[src/rtl/sif_pkg.sv]
package sif_pkg;
    typedef enum logic [1:0] {
        S_IDLE = 2'd0,
        S_REQ  = 2'd1,
        S_ADDR = 2'd2,
        S_DATA = 2'd3
    } bus_state_e;
endpackage

[src/rtl/sif_fifo.sv]
module sif_fifo #(
    parameter int W     = 8,
    parameter int DEPTH = 2
) (
    input  logic         clk,
    input  logic         rst_n,
    input  logic         push,
    input  logic [W-1:0] din,
    input  logic         pop,
    output logic [W-1:0] dout,
    output logic         empty,
    output logic         full
);
    localparam int PW = (DEPTH > 1) ? $clog2(DEPTH) : 1;
    localparam int CW = $clog2(DEPTH + 1);

    logic [W-1:0]  store [DEPTH];
    logic [PW-1:0] wp, rp;
    logic [CW-1:0] cnt;

    function automatic logic [PW-1:0] bump(input logic [PW-1:0] p);
        return (p == PW'(DEPTH - 1)) ? '0 : p + 1'b1;
    endfunction

    always_ff @(posedge clk) begin
        if (push) store[wp] <= din;
    end

    always_ff @(posedge clk) begin
        if (!rst_n) begin
            wp  <= '0;
            rp  <= '0;
            cnt <= '0;
        end else begin
            if (push) wp <= bump(wp);
            if (pop)  rp <= bump(rp);
            unique case ({push, pop})
                2'b10:   cnt <= cnt + 1'b1;
                2'b01:   cnt <= cnt - 1'b1;
                default: cnt <= cnt;
            endcase
        end
    end

    assign dout  = store[rp];
    assign empty = (cnt == '0);
    assign full  = (cnt == CW'(DEPTH));

    // the sequencer only takes a read that is really queued
    a_r3_pop_nonempty: assert property (@(posedge clk) disable iff (!rst_n)
        pop |-> !empty);
endmodule

[src/rtl/sif_wqueue.sv]
module sif_wqueue #(
    parameter int AW    = 12,
    parameter int DW    = 64,
    parameter int DEPTH = 4
) (
    input  logic          clk,
    input  logic          rst_n,
    input  logic          push,
    input  logic [AW-1:0] push_addr,
    input  logic [DW-1:0] push_data,
    input  logic          pop,
    output logic [AW-1:0] head_addr,
    output logic [DW-1:0] head_data,
    output logic          empty,
    output logic          full,
    input  logic [AW-1:0] srch_addr,
    output logic          srch_hit,
    output logic [DW-1:0] srch_data
);
    localparam int PW = (DEPTH > 1) ? $clog2(DEPTH) : 1;
    localparam int CW = $clog2(DEPTH + 1);

    logic [AW-1:0] addr_q [DEPTH];
    logic [DW-1:0] data_q [DEPTH];
    logic [PW-1:0] wp, rp;
    logic [CW-1:0] cnt;

    function automatic logic [PW-1:0] bump(input logic [PW-1:0] p);
        return (p == PW'(DEPTH - 1)) ? '0 : p + 1'b1;
    endfunction

    always_ff @(posedge clk) begin
        if (push) begin
            addr_q[wp] <= push_addr;
            data_q[wp] <= push_data;
        end
    end

    always_ff @(posedge clk) begin
        if (!rst_n) begin
            wp  <= '0;
            rp  <= '0;
            cnt <= '0;
        end else begin
            if (push) wp <= bump(wp);
            if (pop)  rp <= bump(rp);
            unique case ({push, pop})
                2'b10:   cnt <= cnt + 1'b1;
                2'b01:   cnt <= cnt - 1'b1;
                default: cnt <= cnt;
            endcase
        end
    end

    // Scan oldest to youngest; a later match overrides an earlier one.
    always_comb begin
        srch_hit  = 1'b0;
        srch_data = '0;
        for (int i = 0; i < DEPTH; i++) begin
            int j;
            j = (int'(rp) + i) % DEPTH;
            if (i < int'(cnt) && addr_q[j] == srch_addr) begin
                srch_hit  = 1'b1;
                srch_data = data_q[j];
            end
        end
    end

    assign head_addr = addr_q[rp];
    assign head_data = data_q[rp];
    assign empty     = (cnt == '0);
    assign full      = (cnt == CW'(DEPTH));

    // a full queue stays full until an entry leaves
    a_r2_full_holds: assert property (@(posedge clk) disable iff (!rst_n)
        (full && !pop) |=> full);
    a_r2_pop_nonempty: assert property (@(posedge clk) disable iff (!rst_n)
        pop |-> !empty);
endmodule

[src/rtl/sif_burst_fsm.sv]
module sif_burst_fsm
    import sif_pkg::*;
#(
    parameter int AW     = 12,
    parameter int BUS_W  = 16,
    parameter int LINE_W = 64
) (
    input  logic              clk,
    input  logic              rst_n,
    input  logic              rq_empty,
    input  logic [AW-1:0]     rq_addr,
    output logic              rq_pop,
    input  logic              wq_empty,
    input  logic              wq_full,
    input  logic [AW-1:0]     wq_addr,
    input  logic [LINE_W-1:0] wq_data,
    output logic              wq_pop,
    output logic              bus_req,
    input  logic              bus_gnt,
    output logic              bus_addr_vld,
    output logic              bus_we,
    output logic [AW-1:0]     bus_addr,
    output logic              bus_dvld,
    output logic [BUS_W-1:0]  bus_wdata,
    input  logic [BUS_W-1:0]  bus_rdata,
    output logic              rd_done,
    output logic [LINE_W-1:0] rd_line
);
    localparam int BEATS = LINE_W / BUS_W;
    localparam int BCW   = (BEATS > 1) ? $clog2(BEATS) : 1;

    bus_state_e        state, nxt;
    logic [BCW-1:0]    beat;
    logic              cur_we;
    logic [AW-1:0]     cur_addr;
    logic [LINE_W-1:0] cur_line;
    logic              take_wr, take_rd, last;

    assign take_wr = !wq_empty && (wq_full || rq_empty);
    assign take_rd = !rq_empty && !take_wr;
    assign last    = (beat == BCW'(BEATS - 1));

    always_comb begin
        nxt = state;
        unique case (state)
            S_IDLE: if (take_wr || take_rd) nxt = S_REQ;
            S_REQ:  if (bus_gnt)            nxt = S_ADDR;
            S_ADDR:                         nxt = S_DATA;
            S_DATA: if (last)               nxt = S_IDLE;
        endcase
    end

    always_ff @(posedge clk) begin
        if (!rst_n) state <= S_IDLE;
        else        state <= nxt;
    end

    always_ff @(posedge clk) begin
        if (!rst_n) begin
            beat     <= '0;
            cur_we   <= 1'b0;
            cur_addr <= '0;
            cur_line <= '0;
            rd_done  <= 1'b0;
        end else begin
            rd_done <= (state == S_DATA) && last && !cur_we;
            unique case (state)
                S_IDLE: begin
                    beat <= '0;
                    if (take_wr) begin
                        cur_we   <= 1'b1;
                        cur_addr <= wq_addr;
                        cur_line <= wq_data;
                    end else if (take_rd) begin
                        cur_we   <= 1'b0;
                        cur_addr <= rq_addr;
                    end
                end
                S_DATA: begin
                    if (!cur_we) cur_line[int'(beat)*BUS_W +: BUS_W] <= bus_rdata;
                    beat <= last ? '0 : beat + 1'b1;
                end
                default: beat <= '0;
            endcase
        end
    end

    always_comb begin
        wq_pop       = (state == S_IDLE) && take_wr;
        rq_pop       = (state == S_IDLE) && take_rd;
        bus_req      = (state == S_REQ);
        bus_addr_vld = (state == S_ADDR);
        bus_dvld     = (state == S_DATA);
        bus_we       = cur_we && (state == S_ADDR || state == S_DATA);
        bus_addr     = (state == S_DATA) ? cur_addr + AW'(beat) : cur_addr;
        bus_wdata    = (state == S_DATA && cur_we) ? cur_line[int'(beat)*BUS_W +: BUS_W] : '0;
        rd_line      = cur_line;
    end

    a_r7_req_holds: assert property (@(posedge clk) disable iff (!rst_n)
        (bus_req && !bus_gnt) |=> bus_req);
    a_r7_addr_after_gnt: assert property (@(posedge clk) disable iff (!rst_n)
        (bus_req && bus_gnt) |=> (bus_addr_vld && !bus_req));
    a_r10_burst_unbroken: assert property (@(posedge clk) disable iff (!rst_n)
        (bus_dvld && !last) |=> (bus_dvld && !bus_addr_vld && $stable(bus_we)));
    a_r8_beat_increment: assert property (@(posedge clk) disable iff (!rst_n)
        (bus_dvld && !last) |=> (bus_addr == $past(bus_addr) + AW'(1)));
    a_r3_read_first: assert property (@(posedge clk) disable iff (!rst_n)
        (state == S_IDLE && !rq_empty && !wq_full) |=> (bus_req && !cur_we));
    a_r4_full_write_first: assert property (@(posedge clk) disable iff (!rst_n)
        (state == S_IDLE && wq_full) |=> (bus_req && cur_we));
    a_r9_done_after_read: assert property (@(posedge clk) disable iff (!rst_n)
        rd_done |-> $past(bus_dvld && !bus_we));
endmodule

[src/rtl/sif_top.sv]
module sif_top #(
    parameter int ADDR_W   = 12,
    parameter int BUS_W    = 16,
    parameter int LINE_W   = 64,
    parameter int WQ_DEPTH = 4,
    parameter int RQ_DEPTH = 2
) (
    input  logic              clk,
    input  logic              rst_n,
    input  logic              wr_valid,
    input  logic [ADDR_W-1:0] wr_addr,
    input  logic [LINE_W-1:0] wr_data,
    output logic              wr_ready,
    input  logic              rd_valid,
    input  logic [ADDR_W-1:0] rd_addr,
    output logic              rd_ready,
    output logic              rsp_valid,
    output logic [LINE_W-1:0] rsp_data,
    output logic              rsp_fwd,
    output logic              bus_req,
    input  logic              bus_gnt,
    output logic              bus_addr_vld,
    output logic              bus_we,
    output logic [ADDR_W-1:0] bus_addr,
    output logic              bus_dvld,
    output logic [BUS_W-1:0]  bus_wdata,
    input  logic [BUS_W-1:0]  bus_rdata
);
    localparam int                BEATS = LINE_W / BUS_W;
    localparam logic [ADDR_W-1:0] ALIGN = ~ADDR_W'(BEATS - 1);

    logic [ADDR_W-1:0] wr_al, rd_al, rq_addr, wq_addr;
    logic [LINE_W-1:0] wq_data, srch_data, fsm_line;
    logic wq_empty, wq_full, wq_pop, srch_hit;
    logic rq_empty, rq_full, rq_pop;
    logic fsm_done, rd_fire, fwd_fire;

    assign wr_al    = wr_addr & ALIGN;
    assign rd_al    = rd_addr & ALIGN;
    assign wr_ready = !wq_full;
    assign rd_ready = !rq_full && !fsm_done;
    assign rd_fire  = rd_valid && rd_ready;
    assign fwd_fire = rd_fire && srch_hit;

    sif_wqueue #(.AW(ADDR_W), .DW(LINE_W), .DEPTH(WQ_DEPTH)) u_wq (
        .clk(clk), .rst_n(rst_n),
        .push(wr_valid && wr_ready), .push_addr(wr_al), .push_data(wr_data),
        .pop(wq_pop), .head_addr(wq_addr), .head_data(wq_data),
        .empty(wq_empty), .full(wq_full),
        .srch_addr(rd_al), .srch_hit(srch_hit), .srch_data(srch_data)
    );

    sif_fifo #(.W(ADDR_W), .DEPTH(RQ_DEPTH)) u_rq (
        .clk(clk), .rst_n(rst_n),
        .push(rd_fire && !srch_hit), .din(rd_al),
        .pop(rq_pop), .dout(rq_addr), .empty(rq_empty), .full(rq_full)
    );

    sif_burst_fsm #(.AW(ADDR_W), .BUS_W(BUS_W), .LINE_W(LINE_W)) u_fsm (
        .clk(clk), .rst_n(rst_n),
        .rq_empty(rq_empty), .rq_addr(rq_addr), .rq_pop(rq_pop),
        .wq_empty(wq_empty), .wq_full(wq_full), .wq_addr(wq_addr),
        .wq_data(wq_data), .wq_pop(wq_pop),
        .bus_req(bus_req), .bus_gnt(bus_gnt), .bus_addr_vld(bus_addr_vld),
        .bus_we(bus_we), .bus_addr(bus_addr), .bus_dvld(bus_dvld),
        .bus_wdata(bus_wdata), .bus_rdata(bus_rdata),
        .rd_done(fsm_done), .rd_line(fsm_line)
    );

    always_ff @(posedge clk) begin
        if (!rst_n) begin
            rsp_valid <= 1'b0;
            rsp_fwd   <= 1'b0;
            rsp_data  <= '0;
        end else begin
            rsp_valid <= fwd_fire || fsm_done;
            rsp_fwd   <= fwd_fire;
            if (fsm_done)      rsp_data <= fsm_line;
            else if (fwd_fire) rsp_data <= srch_data;
        end
    end

    // a forwarded response never coincides with a bus read completion
    a_r5_no_collision: assert property (@(posedge clk) disable iff (!rst_n)
        fsm_done |-> !fwd_fire);
endmodule

[config.mk]
export PLATFORM = sky130hd
export DESIGN_NAME = sif_top
export DESIGN_NICKNAME = d
export VERILOG_FILES = /design/src/rtl/sif_pkg.sv /design/src/rtl/sif_fifo.sv /design/src/rtl/sif_wqueue.sv /design/src/rtl/sif_burst_fsm.sv /design/src/rtl/sif_top.sv
export SDC_FILE = /design/constraint.sdc
export NUM_CORES = 1
export LEC_CHECK = 0
export BUFFER_PORTS_ARGS = -buffer_cell sky130_fd_sc_hd__clkbuf_2
export CAP_MARGIN = 20
export CORE_MARGIN = 3
export CORE_UTILIZATION = 55
export CTS_CLUSTER_SIZE = 30
export DETAILED_ROUTE_END_ITERATION = 8
export PLACE_DENSITY = 0.84
export SYNTH_ARGS = -nofsm -noshare
export SYNTH_HDL_FRONTEND = slang
export SYNTH_SLANG_ARGS = --single-unit
[constraint.sdc]
create_clock -name clk -period 3.8 [get_ports clk]
set_input_delay 0.38 -clock clk [delete_from_list [all_inputs] [get_ports clk]]
set_output_delay 0.38 -clock clk [all_outputs]
set_load 0.05 [all_outputs]
==> impl_metrics.json <==
{
  "ctsHtreeMaxLevel": 2,
  "top_layer": "met5",
  "min_period_ps": 3692,
  "netlist_area_mm2": 0.02722,
  "synthTopCellsByArea": "edfxtp_1 (35%), mux4_2 (24%), dfxtp_1 (12%)",
  "cp.arrival_ps": 4200,
  "ir_drop_uv": 699.6,
  "grt_pass1_vias": 20367,
  "routed-wl-met2_um": 38830,
  "ctsRootBufferMaster": "clkbuf_16",
  "netlist_instances": 2022,
  "synth_flop_cell": "edfxtp_1",
  "finalHoldViolCount": 0,
  "period_share_pct": 97.17,
  "fmax_ghz": 0.2708,
  "yosysSeqAreaShare_pct": 46.63,
  "fin_ws_ps": 107.6,
  "synth.top_cell.area_share_pct": 34.87,
  "fin_cells": 2901,
  "drt_iter0_drc": 3180,
  "synth-edff-count": 316,
  "clk_pin_slew_ps": 70,
  "drcViolationCount": 0,
  "hp-class": "input pin to flip-flop",
  "die_area_mm2": 0.05219,
  "rsz0062_at_grt": "false",
  "gr-total-overflow": 0,
  "yosys_warnings": 0,
  "final-setup-viol-count": 0,
  "post_drt_wl_per_cell_um": 28.65,
  "vias": 20989,
  "avgSynthCellArea_um2": 13.46,
  "io_pins": 209,
  "critPathCaptureType": "flip-flop",
  "ys_async_sr_fraction_pct": 0,
  "crit_type": "flip-flop to flip-flop",
  "drv_cap": 0,
  "ys_seq_elements": 476,
  "synth.most_common_cell": "edfxtp_1",
  "outcome": "complete, no violations",
  "p_leak_nw": 11.22,
  "start_kind": "flip-flop",
  "cp_max_fo": 33,
  "dp_slack_ps": 154.9,
  "fin_util_pct": 64.66,
  "dpl.cell_count": 2738,
  "finalNetCount": 2330,
  "design.core.area_mm2": 0.04835,
  "cts_max_path_buffers": 3,
  "rows": 80,
  "routed_wirelength_um": 83120,
  "met1_length_um": 28570,
  "synth_common_cells": "edfxtp_1 (316), mux4_2 (291), dfxtp_1 (160), clkbuf_1 (138), a221o_1 (126)",
  "final.setup.tns_ps": 0,
  "synth_cell_types": 56,
  "grt_pass1_wl_um": 125700,
  "die_h_um": 228.5,
  "clkLatencyLatePin_ps": 610,
  "antenna_found_initial": 3,
  "wl_met3_um": 11620,
  "drive_gt1_share_pct": 29.42,
  "tritoncts": "yes",
  "cellPowerDensity_mw_per_mm2": 641.6,
  "die_w_um": 228.5,
  "place_congestion": 0.9273,
  "skew_ps": 22.08,
  "cts_buffers": 49,
  "syn_nets": 2150,
  "hpwl_um": 52660,
  "port_buffers": 204,
  "post_drt_via_cell_ratio": 7.235,
  "syn2layout_area_growth_pct": 14.87,
  "synth_top_area_cell": "edfxtp_1",
  "cts_num_sinks": 476,
  "crit_required_ps": 4300,
  "ant_nets": 0,
  "slew_headroom_pct": 25.10,
  "slew_violations": 0,
  "drt_first_pass_iters": 6,
  "grt_use_total_pct": 31.34,
  "grt_max_degree": 129,
  "initial_core_util_pct": 56.29,
  "tightest_slew_ps": 1124
}
[final cells by class]
type	instances	area (um2)
Antenna cell	2	5.005
Clock buffer	71	1440
Clock inverter	21	198.9
Fill cell	3333	17080
Inverter	85	319.1
Multi-Input combinational cell	1267	13470
Sequential cell	476	12710
Tap cell	656	820.8
Timing Repair Buffer	323	2293
[worst max-delay path, cell delays in order, from the launching register on]
cell and delay (ps):
dfxtp_4 380, buf_12 240, mux4_2 550, xnor2_1 300, nand3_1 170, a2111oi_4 510, nor3b_4 90, buf_12 160
clkbuf_16 220, a221o_1 370, a221o_1 360, and3_1 200
[where the power goes]
part	switching, W	leakage [nW]	internal (W)
sequential	0.000763	4.22	0.00622
combinational	0.00441	6.20	0.00378
clock	0.00210	0.803	0.00279
total	0.00727	11.2	0.0128
[registers in the layout (all words and copies together) (netlist names), 2 cells and up, named ones only]
signal,count
u_wq.data_q,256
rsp_data,64
u_fsm.rd_line,64
u_wq.addr_q,40
u_rq.store,20
u_fsm.cur_addr,10
u_wq.cnt,3
u_fsm.beat,2
u_fsm.state,2
u_rq.cnt,2
u_wq.rp,2
u_wq.wp,2
[worst paths after layout]
path / slack (ps) / depth (start not counted) / from / end
min reg2reg: 490 / 2 / u_fsm.cur_addr[10]$_SDFFE_PN0P_ / u_fsm.cur_addr[10]$_SDFFE_PN0P_
max reg2reg: 110 / 11 / u_wq.rp[0]$_SDFFE_PN0P_ / rsp_data[49]$_SDFFE_PN0P_
max: 110 / 11 / u_wq.rp[0]$_SDFFE_PN0P_ / rsp_data[49]$_SDFFE_PN0P_
min: 20 / 1 / wr_data[22] / u_wq.data_q[3][22]$_DFFE_PP_
[metal layers]
metal / vias up / global-route usage [%]
met1: 10341 / 41.41
met5: - / 0
li1: 8542 / -
met4: 2 / 13.24
met2: 1810 / 49.47
met3: 294 / 8.437
[through the flow]
step	instance area (um2)	total power, W	hold WS (ps)
3_5_place_dp	28900	0.01505	478.7
2_1_floorplan	27220	0.01313	478.2
5_1_grt	31260	0.02097	8.935
6_report	31260	0.02006	21.17
3_3_place_gp	28900	0.01472	464.1
4_1_cts	31220	0.01996	0.04258
[logic make-up (layout without fill, tap and decap cells)]
kind of cell,count (synthesis),count (layout),synth area share (%)
flops,476,476,46.63
compound gates,342,342,10.39
buf+inv,279,500,4.179
mux,396,396,27.97
other cells,0,2,0
xor+xnor,43,43,1.384
fa+ha+maj,19,19,0.8735
simple gates,467,467,8.574
[timing repair]
| item | 4_1_cts | 5_1_grt |
|---|---|---|
| endpoints found under the hold margin | 269 | 0 |
| setup endpoints to repair | 0 | 62 |
| setup buffers | 0 | 1 |
| gates resized for setup | 0 | 3 |
| hold buffers | 68 | 0 |
[layout by cell type, fill, tap and decap left out, types with 5 or more instances in the layout]
cell type and n:
clkinv_2 7, a21oi_1 28, and2_1 68, clkbuf_16 51, mux4_2 291, a221o_1 126, a211oi_1 78, clkbuf_1 10
clkbuf_2 204, nand2b_1 5, dlygate4sd3_1 68, buf_12 15, mux2_2 6, and3_1 86, clkbuf_8 11, xnor2_1 27
nand3_1 69, ha_1 18, o21ai_0 9, a22oi_1 69, nor3_1 9, buf_4 34, nand2_1 89, or3_1 5
dfxtp_4 5, nor2_1 113, dfxtp_1 155, edfxtp_1 316, xor2_1 16, inv_1 83, mux2i_1 99
Note: power is estimated with default switching activity, not from simulation.
